$ cat src/rtl/pstate_turbo_ctl.sv
module pstate_turbo_ctl #(
  parameter int LVL_W  = 4,
  parameter int PWR_W  = 8,
  parameter int BUD_W  = 12,
  parameter int INT_W  = 6,
  parameter int PN_LVL = 7
) (
  input  logic             clk,
  input  logic             rst_n,
  input  logic [LVL_W-1:0] req_lvl,
  input  logic [PWR_W-1:0] pwr_smp,
  input  logic [PWR_W-1:0] tdp,
  input  logic [BUD_W-1:0] bud_max,
  input  logic [BUD_W-1:0] bud_thr,
  input  logic [INT_W-1:0] upd_int,
  input  logic             ack,
  output logic             chg_req,
  output logic [LVL_W-1:0] tgt_lvl,
  output logic [LVL_W-1:0] grant_lvl,
  output logic [BUD_W-1:0] budget
);

  localparam int SW = BUD_W + 2;
  localparam logic [LVL_W-1:0] PN    = LVL_W'(PN_LVL);
  localparam logic [LVL_W-1:0] GUAR  = LVL_W'(1);
  localparam logic [LVL_W-1:0] TURBO = '0;

  logic signed [SW-1:0] bud_sum;
  logic [BUD_W-1:0]     bud_nxt;
  logic [LVL_W-1:0]     eff_req;
  logic [LVL_W-1:0]     want;
  logic [INT_W-1:0]     tmr;
  logic                 commit;
  logic                 raise;

  assign bud_sum = $signed({2'b00, budget})
                 + $signed({{(SW-PWR_W){1'b0}}, tdp})
                 - $signed({{(SW-PWR_W){1'b0}}, pwr_smp});

  always_comb begin
    if (bud_sum < 0)
      bud_nxt = '0;
    else if (bud_sum > $signed({2'b00, bud_max}))
      bud_nxt = bud_max;
    else
      bud_nxt = bud_sum[BUD_W-1:0];
  end

  assign eff_req = (req_lvl > PN) ? PN : req_lvl;

  always_comb begin
    if (eff_req != TURBO)
      want = eff_req;
    else if (grant_lvl == TURBO)
      want = (budget == '0) ? GUAR : TURBO;
    else if (grant_lvl == GUAR)
      want = (budget > bud_thr) ? TURBO : GUAR;
    else
      want = GUAR;
  end

  assign commit = chg_req && ack;
  assign raise  = !chg_req && (tmr == '0) && (want != grant_lvl);

  always_ff @(posedge clk) begin
    if (!rst_n) begin
      budget    <= '0;
      grant_lvl <= PN;
      tgt_lvl   <= PN;
      chg_req   <= 1'b0;
      tmr       <= '0;
    end else begin
      budget <= bud_nxt;
      if (commit) begin
        grant_lvl <= tgt_lvl;
        chg_req   <= 1'b0;
        tmr       <= upd_int;
      end else begin
        if (tmr != '0) tmr <= tmr - 1'b1;
        if (raise) begin
          chg_req <= 1'b1;
          tgt_lvl <= want;
        end
      end
    end
  end

endmodule

$ cat config.mk
export PLATFORM = sky130hd
export DESIGN_NAME = pstate_turbo_ctl
export DESIGN_NICKNAME = d
export VERILOG_FILES = /design/src/rtl/pstate_turbo_ctl.sv
export SDC_FILE = /design/constraint.sdc
export NUM_CORES = 1
export LEC_CHECK = 0
export BUFFER_PORTS_ARGS = -buffer_cell sky130_fd_sc_hd__buf_4
export CORE_UTILIZATION = 40
export CTS_BUF_LIST = sky130_fd_sc_hd__clkbuf_16
export DETAILED_ROUTE_END_ITERATION = 8
export PLACE_DENSITY = 0.64
export SYNTH_ARGS = -nofsm -noshare
export SYNTH_HDL_FRONTEND = slang
export SYNTH_SLANG_ARGS = --single-unit
$ cat constraint.sdc
create_clock -name clk -period 4.7 [get_ports clk]
set_input_delay 0.235 -clock clk [delete_from_list [all_inputs] [get_ports clk]]
set_output_delay 0.235 -clock clk [all_outputs]
set_load 0.01 [all_outputs]
==> impl_metrics.csv <==
group,metric,value,unit
clock_tree,cts_tree,"done",
sta,period_share,90.8,%
synth,netlist.area_leader.share,19.3,%
sta,slew_headroom,61.3,%
sta,tightest_slew,0.573,ns
final_layout,multiInputGateArea,1960,um2
final_layout,layout_common_cells,"buf_4 (79), inv_1 (67), ha_1 (41), nand2_1 (27), dfxtp_1 (27)",
sta,setup_ws,0.430,ns
route,detail-route-antenna-nets,0,
setup_path,required,4.89,ns
route,route.vias.total,2604,
place,placed_cells,501,
route,routed_wl,6900,um
synth,avgSynthCellArea,7.97,um2
grt,antenna_found_initial,0,
synth,synthCells,351,
min_path,hold_class,"in2reg",
clock_tree,insertion_delay,0.26,ns
synth,syn_area,2800,um2
place,gp_congestion,0.786,
place,dp_slack,0.349,ns
place,portBuffers,73,
route,drc,0,
sta,fin_worst_skew,0.00191,ns
place,hpwl,5840,um
route,first_pass_iters,4,
clock_tree,root_buffer,"clkbuf_16",
setup_path,arrival,4.46,ns
clock_tree,hold_buffers,0,
final_layout,final_common_cell,"buf_4",
power_and_ir_drop,leakagePower,1.79,nW
grt,grt_max_degree,19,
synth,synth_cell_type_count,55,
route,post_drt_wl_per_cell,13.7,um
synth,synth_area_leader_cell,"dfxtp_1",
route,vias_per_cell,5.16,
synth,syn_nets,453,
sta,fmax,234,MHz
final_layout,post_route_cells_drive_above_1_share,25.2,%
run,max_cap_violations,0,
clock_tree,htree_levels,1,
clock_tree,ctsLongestPathBuffers,2,
synth,synth_ff_type,"dfxtp_1",
sta,rsz0062_at_grt,"no",
outcome,status,"finished clean",
clock_tree,cts.sinks,27,
floorplanning,die_y,85.6,um
floorplanning,start_util,41.4,%
floorplanning,coreArea,6760,um2
clock_tree,cts_inserted_buffers,3,
grt,grt_pass1_vias,2528,
clock_tree,path_clk_slew,0.07,ns
sta,worst_hold_slack,0.206,ns
route,drt_iter0_drc,51,
power_and_ir_drop,power_density,570,nW/um2
synth,ys_seq_area_share,19.3,%
synth,ys_seq_elements,27,
synth,yosysWarnings,0,
floorplanning,fp.dieW,85.6,um
floorplanning,dieArea,7330,um2
sta,tns,0,ns
final_layout,syn_to_final_growth,26.0,%
clock_tree,post_cts_buffers,0,
sta,hold_violations,0,
grt,gr-usage-all-layers,19.8,%
synth,synth_area_leaders,"dfxtp_1 (19%), ha_1 (18%), inv_1 (9.0%)",
final_layout,antenna_cells,0,
power_and_ir_drop,ir_drop,0.354,mV
setup_path,cp_max_fo,12,
sta,slew_violations,0,
sta,period_minus_slack,4.27,ns
final_layout,finalNonFillerCells,505,
final_layout,fin_nets,528,
grt,overflow,0,
synth,async_reset_ff_share,0,%
grt,grt_first_pass_wirelength,11700,um
sta,finalSetupViolations,0,
final_layout,fillCellCount,681,
final_layout,final-seq-area,541,um2
setup_path,start_kind,"register",
floorplanning,pin_count,74,
setup_path,setup.worst_path.end_class,"register",
floorplanning,rows,30,
synth,synth_edf_count,0,
setup_path,worstSetupPathType,"reg2reg",
## report_power, final
group / total [mW] / internal (mW) / switching (mW)
registers: 0.352 / 0.290 / 0.0616
logic: 1.46 / 0.655 / 0.803
clock network: 0.201 / 0.116 / 0.0850
## metal layers
metal / vias to the layer above / global-route usage, % / routed length (um)
li1: 1352 / - / -
met1: 1196 / 25.1 / 3230
met2: 52 / 36.1 / 3380
met3: 4 / 2.41 / 228
met4: 0 / 4.09 / 59
met5: - / 0 / 0
## sequential cells by signal, indices dropped and copies added (netlist names)
name	count
budget	12
tmr	6
grant_lvl	4
tgt_lvl	4
chg_req	1
## timing repair
item / in CTS / in global routing
gates resized for setup: 0 / 1
endpoints found under the hold margin: 0 / 0
endpoints found under the setup margin: 0 / 2
## through the flow
stage | total power, mW | utilization (%) | cell area [um2]
after floorplan | 1.46 | - | 2800
after global placement | 1.80 | 50.9 | 3440
after detailed placement | 1.81 | 50.9 | 3440
after CTS | 2.03 | 52.2 | 3520
after global routing | 2.22 | 52.2 | 3530
final | 2.01 | 52.2 | 3530
## cell families after synthesis
logic type,Yosys count,share of synthesized area [%]
XOR/XNOR,11,3.44
AND/OR/NAND/NOR,102,19.6
buffers and inverters,76,10.7
adder cells (fa/ha/maj),49,24.1
AO/OA/AOI/OAI,85,22.5
multiplexers,1,0.358
flip-flops,27,19.3
## cell type report
type | instances | share of cell area [%]
Multi-Input combinational cell | 248 | 55.5
Clock buffer | 3 | 2.13
Sequential cell | 27 | 15.3
Timing Repair Buffer | 79 | 16.8
Clock inverter | 1 | 0.213
Inverter | 67 | 7.13
Tap cell | 80 | 2.84
## synth_stat cells, drive strengths merged (7+ instances only)
| library cell | n |
|---|---|
| a21oi | 28 |
| dfxtp | 27 |
| fa | 8 |
| ha | 41 |
| inv | 67 |
| nand2 | 27 |
| nand3 | 18 |
| nor2 | 16 |
| nor3 | 11 |
| o211ai | 7 |
| o21ai | 15 |
| xnor2 | 10 |
## critical path: stages, from the launching register on
cell	delay, ns
dfxtp_1	0.43
inv_1	0.08
fa_1	0.48
inv_1	0.04
ha_1	0.36
a21o_1	0.18
a2bb2oi_1	0.31
a21oi_2	0.14
nor4b_1	0.26
a211oi_1	0.12
ha_1	0.31
and4_1	0.21
nand3_1	0.10
o32a_1	0.35
o31a_2	0.14
and4b_2	0.45
nor3_1	0.07
nor3_1	0.16
## worst paths after layout
kind,start,endpoint,slack (ns),cells past startpoint
setup reg to reg,budget[3],budget[11],0.43,17
hold reg to reg,tgt_lvl[1],tgt_lvl[1],0.49,2
setup / recovery,budget[3],budget[11],0.43,17
hold / removal,upd_int[2],tmr[2],0.21,2
No activity file was read; power rests on OpenSTA's default activity.
